`config.mk`:
```
export PLATFORM = sky130hd
export DESIGN_NAME = soft_out_accel
export DESIGN_NICKNAME = d
export VERILOG_FILES = /design/src/rtl/soft_out_pkg.sv /design/src/rtl/sou_front.sv /design/src/rtl/sou_back.sv /design/src/rtl/soft_out_accel.sv
export SDC_FILE = /design/constraint.sdc
export NUM_CORES = 1
export LEC_CHECK = 0
export BUFFER_PORTS_ARGS = -buffer_cell sky130_fd_sc_hd__buf_2
export CORE_ASPECT_RATIO = 1.2
export CORE_MARGIN = 3
export CORE_UTILIZATION = 32
export CTS_BUF_LIST = sky130_fd_sc_hd__clkbuf_16
export CTS_CLUSTER_DIAMETER = 80
export DETAILED_ROUTE_END_ITERATION = 10
export PLACE_DENSITY_LB_ADDON = 0.05
export SLEW_MARGIN = 25
export SYNTH_ARGS = -nofsm -noshare
export SYNTH_HDL_FRONTEND = slang
export SYNTH_SLANG_ARGS = --single-unit
```
`constraint.sdc`:
```
create_clock -name clk -period 4.18 [get_ports clk]
set_input_delay 0 -clock clk [delete_from_list [all_inputs] [get_ports clk]]
set_output_delay 0 -clock clk [all_outputs]
set_load 0.01 [all_outputs]
```
`src/rtl/soft_out_pkg.sv`:
```
package soft_out_pkg;

   // Per-edge operating mode carried down the pipeline
   typedef enum logic [1:0] {
      SO_MODE_ACCEL = 2'd0,
      SO_MODE_PLAIN = 2'd1,
      SO_MODE_LOAD  = 2'd2
   } so_mode_e;

endpackage

```
`src/rtl/sou_front.sv`:
```
module sou_front
   import soft_out_pkg::*;
#(
   parameter int SO_W     = 8,
   parameter int V2C_W    = 8,
   parameter int C2V_W    = 6,
   parameter int SHIFT    = 5,
   parameter bit ACCEL_EN = 1'b1,
   parameter int IW       = 9,
   parameter int PW       = 3
) (
   input  logic                    clk,
   input  logic                    rst_n,
   input  logic                    in_valid,
   input  logic                    init_mode,
   input  logic                    bypass,
   input  logic signed [V2C_W-1:0] v2c,
   input  logic signed [C2V_W-1:0] c2v,
   input  logic signed [SO_W-1:0]  so_prev,
   input  logic signed [SO_W-1:0]  chan_llr,
   output logic                    s1_valid,
   output so_mode_e                s1_mode,
   output logic signed [IW-1:0]    s1_val,
   output logic signed [PW-1:0]    s1_prev
);

   logic signed [IW-1:0] sum_c;
   logic signed [IW-1:0] chan_c;
   so_mode_e             mode_c;

   always_comb begin
      sum_c  = IW'(v2c) + IW'(c2v);
      chan_c = IW'(chan_llr);
      if (init_mode)
         mode_c = SO_MODE_LOAD;
      else if (bypass || !ACCEL_EN)
         mode_c = SO_MODE_PLAIN;
      else
         mode_c = SO_MODE_ACCEL;
   end

   // Interim sum and channel value share one register: only one is live per edge
   always_ff @(posedge clk) begin
      if (!rst_n) begin
         s1_valid <= 1'b0;
         s1_mode  <= SO_MODE_ACCEL;
         s1_val   <= '0;
      end else begin
         s1_valid <= in_valid;
         if (in_valid) begin
            s1_mode <= mode_c;
            s1_val  <= init_mode ? chan_c : sum_c;
         end
      end
   end

   generate
      if (ACCEL_EN) begin : g_prev_delay
         // Upper bits of the prior soft output are its arithmetic shift by SHIFT
         always_ff @(posedge clk) begin
            if (!rst_n)
               s1_prev <= '0;
            else if (in_valid)
               s1_prev <= so_prev[SO_W-1:SHIFT];
         end
      end else begin : g_no_prev
         assign s1_prev = '0;
      end
   endgenerate

endmodule

```
`src/rtl/sou_back.sv`:
```
module sou_back
   import soft_out_pkg::*;
#(
   parameter int SO_W  = 8,
   parameter int SHIFT = 5,
   parameter int IW    = 9,
   parameter int PW    = 3
) (
   input  logic                   clk,
   input  logic                   rst_n,
   input  logic                   s1_valid,
   input  so_mode_e               s1_mode,
   input  logic signed [IW-1:0]   s1_val,
   input  logic signed [PW-1:0]   s1_prev,
   output logic                   out_valid,
   output logic signed [SO_W-1:0] so_new,
   output logic                   hard_bit
);

   localparam int EW      = IW + 2;
   localparam int SAT_MAX = (1 << (SO_W - 1)) - 1;
   localparam logic signed [EW-1:0]   HI_W = EW'(SAT_MAX);
   localparam logic signed [EW-1:0]   LO_W = -HI_W;
   localparam logic signed [SO_W-1:0] HI_O = SO_W'(SAT_MAX);
   localparam logic signed [SO_W-1:0] LO_O = -HI_O;

   function automatic logic signed [SO_W-1:0] clamp(input logic signed [EW-1:0] x);
      if (x > HI_W)
         return HI_O;
      else if (x < LO_W)
         return LO_O;
      else
         return x[SO_W-1:0];
   endfunction

   logic signed [EW-1:0]   ival;
   logic signed [EW-1:0]   pval;
   logic signed [EW-1:0]   acc;
   logic signed [SO_W-1:0] res;

   always_comb begin
      ival = EW'(s1_val);
      pval = EW'(s1_prev);
      if (s1_mode == SO_MODE_ACCEL)
         acc = ival + (ival >>> SHIFT) - pval;
      else
         acc = ival;
      res = clamp(acc);
   end

   always_ff @(posedge clk) begin
      if (!rst_n) begin
         out_valid <= 1'b0;
         so_new    <= '0;
         hard_bit  <= 1'b0;
      end else begin
         out_valid <= s1_valid;
         if (s1_valid) begin
            so_new   <= res;
            hard_bit <= (res < 0);
         end
      end
   end

endmodule

```
`src/rtl/soft_out_accel.sv`:
```
module soft_out_accel
   import soft_out_pkg::*;
#(
   parameter int SO_W     = 8,
   parameter int V2C_W    = 8,
   parameter int C2V_W    = 6,
   parameter int SHIFT    = 5,
   parameter bit ACCEL_EN = 1'b1
) (
   input  logic                    clk,
   input  logic                    rst_n,
   input  logic                    in_valid,
   input  logic                    init_mode,
   input  logic                    bypass,
   input  logic signed [V2C_W-1:0] v2c,
   input  logic signed [C2V_W-1:0] c2v,
   input  logic signed [SO_W-1:0]  so_prev,
   input  logic signed [SO_W-1:0]  chan_llr,
   output logic                    out_valid,
   output logic signed [SO_W-1:0]  so_new,
   output logic                    hard_bit
);

   localparam int IW = ((V2C_W > C2V_W) ? V2C_W : C2V_W) + 1;
   localparam int PW = SO_W - SHIFT;

   generate
      if (SHIFT < 1 || SHIFT >= SO_W) begin : g_bad_shift
         $error("soft_out_accel: SHIFT must lie in 1..SO_W-1");
      end
      if (IW < SO_W) begin : g_bad_width
         $error("soft_out_accel: interim width must cover SO_W");
      end
   endgenerate

   logic                 s1_valid;
   so_mode_e             s1_mode;
   logic signed [IW-1:0] s1_val;
   logic signed [PW-1:0] s1_prev;

   sou_front #(
      .SO_W(SO_W), .V2C_W(V2C_W), .C2V_W(C2V_W), .SHIFT(SHIFT),
      .ACCEL_EN(ACCEL_EN), .IW(IW), .PW(PW)
   ) front_i (
      .clk(clk), .rst_n(rst_n), .in_valid(in_valid), .init_mode(init_mode),
      .bypass(bypass), .v2c(v2c), .c2v(c2v), .so_prev(so_prev),
      .chan_llr(chan_llr), .s1_valid(s1_valid), .s1_mode(s1_mode),
      .s1_val(s1_val), .s1_prev(s1_prev)
   );

   sou_back #(
      .SO_W(SO_W), .SHIFT(SHIFT), .IW(IW), .PW(PW)
   ) back_i (
      .clk(clk), .rst_n(rst_n), .s1_valid(s1_valid), .s1_mode(s1_mode),
      .s1_val(s1_val), .s1_prev(s1_prev), .out_valid(out_valid),
      .so_new(so_new), .hard_bit(hard_bit)
   );

endmodule

```
==> flow_metrics.tcl, run 1 <==
set metrics [dict create \
    status "completed" \
    drt_iter0_drc 46 \
    cts_tree "done" \
    synth_nets 326 \
    hold_class "input pin to flip-flop" \
    antenna_left 0 \
    max-slew-margin-rel_pct 65.24 \
    peakVddDrop_uv 159.6 \
    diodes 0 \
    endpoint_kind "flip-flop" \
    gp_congestion 0.8474 \
    clkTransAtPathRegs_ps 70 \
    cp-start-kind "flip-flop" \
    grt_start_max_net_pins 25 \
    drt-wirelength-per-cell_um 13.01 \
    worst_slew_pin_slew_ps 521.4 \
    max_freq_mhz 289.6 \
    die_h_um 95.58 \
    synthCells 263 \
    grt_antenna_before_repair 0 \
    synth_edf_count 0 \
    synth_warnings 0 \
    clkSinkCount 24 \
    setup-violations-final 0 \
    skew_ps 4.976 \
    drcViolationCount 0 \
    worst_ep_required_time_ps 4370 \
    rsz0062_at_grt "false" \
    r2r_cells 10 \
    grt_pass1_wl_um 8480 \
    initial_utilization_pct 33.19 \
    nets 364 \
    path_max_fanout 6 \
    yosysSeqAreaShare_pct 22.46 \
    slew_violations 0 \
    final-hold-violation-count 0 \
    die_area_um2 7708 \
    fin_crit_sh_pct 82.61 \
    overflow 0 \
    firstDrtPassIters 4 \
    p_total_mw 0.9450 \
    critical_path_class "flip-flop to flip-flop" \
    n_fill_cell 684 \
    cts_setup_buffers 0 \
    synth_cell_types 58 \
    powerDensity_nw_per_um2 377.2 \
    worstPathArrival_ps 3640 \
    post-route-min-period_ps 3453 \
    routed_wl_um 5007 \
    rows 32 \
    route.vias.total 1907 \
    clock_tree.root_cell "clkbuf_16" \
    grt_use_total_pct 13.83 \
    cts_buffers 3 \
    leakagePower_nw 1.143 \
    grt_pass1_vias 1806 \
    die_w_um 80.65 \
    avgSynthCellArea_um2 8.135 \
    io_pins 45 \
    synthArstFlopShare_pct 0 \
    hold_path_depth 3 \
    fp.coreArea_um2 6446 \
    design_area_um2 2505 \
    area_delta_synth_final_pct 17.08 \
    clk_path_buf_depth 2 \
    final.setup.tns_ps 0 \
    port_buffers 39 \
    dp_hpwl_um 4107 \
    htree_levels 1 \
    worstSkewPairLatency_ps 260 \
    maxCapViolCount 0 \
    holdWs_ps 36.58 \
    syn_area_um2 2140 \
    vias_per_cell 4.953 \
    ys.flop_type "dfxtp_1" \
    post_dp_cell_area_um2 2386 \
    ys_ff_latch 24 \
    drive_gt1_share_pct 17.00 \
]
-- power breakdown --
part / switching [mW] / leakage [nW] / internal (mW) / total, mW
logic: 0.258 / 0.906 / 0.199 / 0.457
clock network: 0.0868 / 0.0385 / 0.128 / 0.215
registers: 0.0190 / 0.199 / 0.254 / 0.273
-- registers in the layout (all words and copies together) (netlist names) --
register	flops
back_i.hard_bit	1
back_i.out_valid	1
back_i.so_new	7
front_i.s1_mode	2
front_i.s1_prev	3
front_i.s1_val	9
front_i.s1_valid	1
-- worst max-delay path: stages, from the launching register on --
cell and delay [ps]:
dfxtp_1 540, inv_1 240, fa_1 510, ha_1 350, nor2b_1 170, o31a_1 290, o211a_1 270, a211oi_1 300
a41oi_1 260, o21ai_2 300, o2bb2ai_1 150
-- per-layer routing --
layer	part of all wire, %	routed length [um]	vias to the layer above	track usage (%)
met5	0	0	-	0
met4	1.3	63	0	3.380
met3	3.5	174	5	1.512
met2	48	2414	37	24.38
met1	47	2355	846	17.92
li1	-	-	1019	-
-- path summary, 6_finish.rpt --
kind | startpoint | endpoint | slack (ps)
worst min register to register | front_i.s1_mode[1] | front_i.s1_mode[1] | 490
worst min-delay path | chan_llr[5] | front_i.s1_val[5] | 40
worst max-delay path | front_i.s1_prev[2] | back_i.so_new[5] | 730
worst max register to register | front_i.s1_prev[2] | back_i.so_new[5] | 730
-- area by class of cell --
type                       instances  area [um2]  share of cell area [%]
multi-input combinational        202        1499                   59.84
sequential                        24       480.5                   19.18
timing repair buffer              44       242.7                   9.690
tap                               85       106.4                   4.246
inverter                          26       97.59                   3.896
clock buffer                       3       75.07                   2.997
clock inverter                     1       3.754                  0.1499
-- cell usage after synthesis (all sizes together), types with 2 or more instances --
master	instances	area share (%)
a211oi	10	3.7
o21a	4	1.5
ha	19	11
clkbuf	5	0.94
mux2i	5	2.3
o311ai	2	0.82
a21oi	10	2.3
o21ai	24	5.8
buf	6	2.0
and2	3	0.88
xnor2	5	2.0
and4	3	1.3
or3	3	0.88
o211a	3	1.4
a311oi	2	1.1
fa	9	8.4
nor2b	7	2.0
a31oi	3	0.88
inv	26	4.6
o22ai	2	0.58
dfxtp	24	22
a21o	3	1.1
nand3	4	0.94
a2111oi	2	0.82
nand2	21	3.7
nor2	26	4.6
nor3	7	1.6
o2bb2ai	5	2.0
-- cell usage in the layout, fill, tap and decap left out, types with 2 or more instances in the layout --
cell type,instances
mux2i_1,5
dlygate4sd3_1,4
o21ai_0,21
dfxtp_1,24
o211a_1,3
a21oi_1,10
xnor2_1,5
inv_1,26
clkbuf_16,3
nor2_1,26
o21a_1,3
nor2b_1,7
a31oi_1,3
ha_1,19
fa_1,9
o2bb2ai_1,5
and2_1,3
nor3_1,7
and4_1,2
a2111oi_0,2
or3_1,3
o21ai_1,2
nand2_1,21
o22ai_1,2
a21o_1,3
buf_2,39
o311ai_0,2
nand3_1,4
a211oi_1,9
-- what timing repair did --
item | in CTS | in global routing
hold endpoints to repair | 4 | 0
endpoints found under the setup margin | 0 | 0
gates resized for setup | 0 | 0
hold buffers | 4 | 0
-- stage by stage --
step,cells,setup slack (ps),util (%)
after global placement,377,723.8,37.01
after floorplan,263,1109,-
after detailed placement,377,700.9,37.01
after CTS,385,675.6,38.86
final,385,726.9,38.86
after global routing,385,464.2,38.86
-- cells by family after synthesis --
family,share of synthesized area (%)
AOI/OAI and AO/OA,26.84
adders and majority gates,19.53
xor gates and xnor gates,2.047
DFF,22.46
buffers and inverters,7.484
and+or+nand+nor,18.77
muxes,2.866
(Power assumes the default switching activity.)
==> run 2: changes to the inputs <==
- clock period: 4.18 -> 3.3 ns (I/O delays scaled with it)
==> flow_metrics.tcl, run 2 (synthesized netlist as in run 1, its figures left out) <==
set metrics [dict create \
    status "completed" \
    route.vias.total 1938 \
    io_pins 45 \
    topRoutingLayerUsed "met4" \
    clock_tree.root_cell "clkbuf_16" \
    critPathSlowestCell "fa_1" \
    path_max_fanout 6 \
    max_freq_mhz 326.1 \
    overflow 0 \
    rsz0062_at_grt "false" \
    final_cell_mix "39 x buf_2, 26 x nor2_1, 25 x inv_1" \
    grt_antenna_before_repair 0 \
    vias_per_cell 4.957 \
    port_buffers 39 \
    drt-wirelength-per-cell_um 13.19 \
    cp.depth 12 \
    initial_utilization_pct 33.19 \
    die_area_um2 7708 \
    drive_gt1_share_pct 20.92 \
    final_common_cell "buf_2" \
    nets 371 \
    max-slew-margin-rel_pct 59.69 \
    setup-violations-final 0 \
    fp.coreArea_um2 6446 \
    r2r_cells 12 \
    cts_buffers 3 \
    clkSinkCount 24 \
    worst_slew_pin_slew_ps 604.6 \
    hold_path_depth 3 \
    drt_iter0_drc 58 \
    skew_ps 4.749 \
    critical_path_class "flip-flop to flip-flop" \
    post-route-min-period_ps 3067 \
    worstPathArrival_ps 3250 \
    grt_start_max_net_pins 25 \
    min-delay-start "chan_llr[5]" \
    endpoint_kind "flip-flop" \
    timing.critical_path.buf_inv 3 \
    worstSkewPairLatency_ps 270 \
    grt_use_total_pct 14.57 \
    routed_wl_um 5157 \
    crit_path_max_incr_delay_ps 530 \
    worst_ep_required_time_ps 3490 \
    dp_hpwl_um 4161 \
    final-hold-violation-count 0 \
    final.setup.tns_ps 0 \
    die_h_um 95.58 \
    grt_pass1_wl_um 8825 \
    largestRegisters "front_i.s1_val (9), back_i.so_new (7), front_i.s1_prev (3)" \
    reg2reg_from "front_i.s1_prev[2]" \
    cp_common_cell "buf_4" \
    path_cells "buf_4, fa_1, inv_1, ha_1, a21oi_1, nand2_1, o211a_1, a211oi_2, buf_4, o41ai_4, and3b_2, a211oi_1" \
    antenna_left 0 \
    diodes 0 \
    fin_crit_sh_pct 92.94 \
    powerDensity_nw_per_um2 490.9 \
    crit_family "compound AO/OA/AOI/OAI gates" \
    drcViolationCount 0 \
    firstDrtPassIters 6 \
    holdWs_ps 32.35 \
    wl_met3_um 180 \
    regMostFlops "front_i.s1_val" \
    dr_wl_met2_um 2516 \
    wl_met1_um 2387 \
    startpoint "front_i.s1_prev[2]" \
    largest_reg_flops 9 \
    slew_violations 0 \
    die_w_um 80.65 \
    cp-start-kind "flip-flop" \
    gp_congestion 0.8486 \
    clkTransAtPathRegs_ps 70 \
    area_delta_synth_final_pct 21.11 \
    peakVddDrop_uv 207.0 \
    hold_class "input pin to flip-flop" \
    leakagePower_nw 1.190 \
    clk_path_buf_depth 2 \
    cts_tree "done" \
    rows 32 \
    htree_levels 1 \
    grt_pass1_vias 1858 \
    maxCapViolCount 0 \
]
-- run 2: per-stage QoR --
step	worst slack, ps	total power [mW]	cell area [um2]	instances	util, %
finish	233.1	1.272	2591	391	40.20
global placement	218.1	0.9587	2431	383	37.71
detailed placement	190.2	0.9642	2431	383	37.71
floorplan	229.3	0.8012	2140	263	-
global route	27.98	1.384	2591	391	40.20
CTS	173.7	1.246	2546	390	39.50
-- run 2: worst register-to-register path: cells and delay by family, from the launching register on --
family          cells  cell delay [ps]
buf+inv             3              380
flops               1              320
fa+ha+maj           2              890
compound gates      5             1070
simple gates        2              340
-- run 2: cell type report --
type,count,area [um2]
Clock buffer,3,75.07
Tap cell,85,106.4
Fill cell,671,3855
Multi-Input combinational cell,202,1536
Timing Repair Buffer,51,295.3
Inverter,26,97.59
Sequential cell,24,480.5
-- run 2: path summary, 6_finish.rpt --
kind	endpoint	slack [ps]
worst max-delay path	back_i.so_new[0]	230
worst min-delay path	front_i.s1_val[5]	30
worst max register to register	back_i.so_new[0]	230
worst min register to register	front_i.s1_mode[1]	490
-- run 2: routing by layer --
| metal | track usage [%] | vias to the layer above |
|---|---|---|
| li1 | - | 1029 |
| met1 | 18.35 | 856 |
| met2 | 25.90 | 48 |
| met3 | 1.701 | 5 |
| met4 | 4.225 | 0 |
| met5 | 0 | - |
-- run 2: report_power, final --
part	internal (mW)	switching, mW	leakage, nW
registers	0.322	0.0203	0.199
clock network	0.161	0.112	0.0370
logic	0.294	0.363	0.954
-- run 2: timing repair --
item	CTS	global route
hold buffers	4	0
endpoints found under the setup margin	0	7
hold endpoints to repair	4	0
setup buffers	0	1
resized for setup	0	8
==> run 3: changes to the inputs <==
- CORE_UTILIZATION: 32 -> 50
- PLACE_DENSITY: default -> 0.74
- PLACE_DENSITY_LB_ADDON: 0.05 -> default
- SKIP_CTS_REPAIR_TIMING: default -> 1
==> flow_metrics.tcl, run 3 (synthesized netlist as in run 1, its figures left out) <==
set metrics [dict create \
    cts_tree "done" \
    clkSinkCount 24 \
    max_freq_mhz 318.7 \
    crit_path_max_incr_delay_ps 570 \
    rows 25 \
    peakVddDrop_uv 204.8 \
    intPower_mw 0.8202 \
    switching_share_pct 36.04 \
    area_delta_synth_final_pct 16.14 \
    antenna_left 0 \
    r2r-end "back_i.so_new[0]" \
    pwr-share-clk_pct 27.3 \
    post-route-util_pct 61.58 \
    die_w_um 65.72 \
    grt_antenna_before_repair 0 \
    die_h_um 77.66 \
    grt_start_max_net_pins 25 \
    skew_ps 2.428 \
    pre_cts_ws_ps 187.6 \
    path_max_fanout 5 \
    worst_ep_required_time_ps 3480 \
    reg2reg_from "front_i.s1_prev[1]" \
    holdWs_ps -21.93 \
    hold_end "front_i.s1_prev[0]" \
    drive_gt1_share_pct 18.73 \
    max-slew-margin-rel_pct 65.09 \
    nets 363 \
    powerDensity_nw_per_um2 516.1 \
    regMostFlops "front_i.s1_val" \
    die_area_um2 5103 \
    critPathSlowestCell "fa_1" \
    path_cells "inv_1, fa_1, inv_1, fa_1, nor2b_2, o31a_1, o211a_1, mux2_2, nand2_1, and3b_2, a211oi_1" \
    status "complete, but fails checks" \
    r2r_slack_ps 160 \
    final-hold-violation-count 3 \
    diodes 0 \
    drt-wirelength-per-cell_um 12.97 \
    timing.critical_path.buf_inv 2 \
    route.vias.total 1911 \
    p_sw_mw 0.4622 \
    largestRegisters "front_i.s1_val (9), back_i.so_new (7), front_i.s1_prev (3)" \
    cp-start-kind "flip-flop" \
    worstPathArrival_ps 3320 \
    drcViolationCount 0 \
    worst_slew_pin_slew_ps 523.6 \
    htree_levels 1 \
    firstDrtPassIters 6 \
    min-delay-start "so_prev[5]" \
    seq_power_share_pct 26.6 \
    n_fill_cell 366 \
    overflow 0 \
    fin_crit_sh_pct 95.09 \
    r2r_cells 11 \
    port_buffers 39 \
    maxCapViolCount 0 \
    final_cell_mix "39 x buf_2, 26 x inv_1, 26 x nor2_1" \
    gp_congestion 0.8053 \
    io_pins 45 \
    hold_path_depth 3 \
    cts_buffers 3 \
    final_common_cell "buf_2" \
    vias_per_cell 5.414 \
    drt_iter0_drc 99 \
    routed_wl_um 4578 \
    leakagePower_nw 1.156 \
    grt_use_total_pct 19.21 \
    critical_path_class "flip-flop to flip-flop" \
    slew_violations 0 \
    hold_class "input pin to flip-flop" \
    rsz0062_at_grt "false" \
    worstSkewPairLatency_ps 260 \
    clk_path_buf_depth 2 \
    setup-violations-final 0 \
    post_dp_cell_area_um2 2362 \
    largest_reg_flops 9 \
    endpoint_kind "flip-flop" \
    pwr-share-comb_pct 46.1 \
    violations "negative hold slack" \
    setup_ws_ps 162.0 \
    initial_utilization_pct 53.02 \
    p_total_mw 1.282 \
    grt_pass1_vias 1810 \
    design_area_um2 2485 \
    final.setup.tns_ps 0 \
    dp_hpwl_um 3609 \
    fp.coreArea_um2 4035 \
    grt_pass1_wl_um 7928 \
    post-route-min-period_ps 3138 \
    clkTransAtPathRegs_ps 60 \
    clock_tree.root_cell "clkbuf_16" \
    crit_family "adder cells" \
]
[run 3: power by group through the flow]
| stage | registers (mW) | logic, mW | clock network, mW |
|---|---|---|---|
| final | 0.341 | 0.591 | 0.350 |
| after global routing | 0.345 | 0.668 | 0.364 |
| after CTS | 0.342 | 0.581 | 0.356 |
| after detailed placement | 0.348 | 0.572 | 0 |
| after global placement | 0.347 | 0.561 | 0 |
| after floorplan | 0.355 | 0.446 | 0 |
[run 3: how the worst max path moves through the flow]
stage,to,cells past startpoint,slack (ps),from
detailed placement,back_i.so_new[0],11,190,front_i.s1_prev[1]
floorplan,back_i.so_new[6],11,230,front_i.s1_prev[2]
finish,back_i.so_new[0],11,160,front_i.s1_prev[1]
global route,back_i.so_new[3],10,0.3,front_i.s1_prev[2]
global placement,back_i.so_new[5],10,230,front_i.s1_prev[2]
CTS,back_i.so_new[0],11,160,front_i.s1_prev[1]
[run 3: worst reg2reg max path, stage by stage (launching register included)]
cell and delay [ps]:
dfxtp_1 330, inv_1 60, fa_1 570, inv_1 70, fa_1 450, nor2b_2 170, o31a_1 240, o211a_1 240
mux2_2 370, nand2_1 150, and3b_2 230, a211oi_1 180
[run 3: layout make-up]
type                       instances  area [um2]  share of cell area [%]
clock inverter                     1       30.03                   1.208
clock buffer                       3       75.07                   3.021
multi-input combinational        202        1506                   60.62
inverter                          26       97.59                   3.927
tap                               54       67.56                   2.719
sequential                        24       480.5                   19.34
timing repair buffer              43       227.7                   9.164
[run 3: metrics by stage]
| stage | hold slack (ps) | std cells |
|---|---|---|
| global placement | 236.3 | 348 |
| floorplan | 139.1 | 263 |
| global route | 17.07 | 353 |
| detailed placement | 242.7 | 348 |
| finish | -21.93 | 353 |
| CTS | -26.62 | 352 |
[run 3: per-layer routing]
metal | GRT usage (%) | up-vias | routed length, um
li1 | - | 1019 | -
met1 | 24.09 | 827 | 2045
met2 | 33.90 | 60 | 2192
met3 | 2.171 | 5 | 280
met4 | 5.602 | 0 | 60
met5 | 0 | - | 0
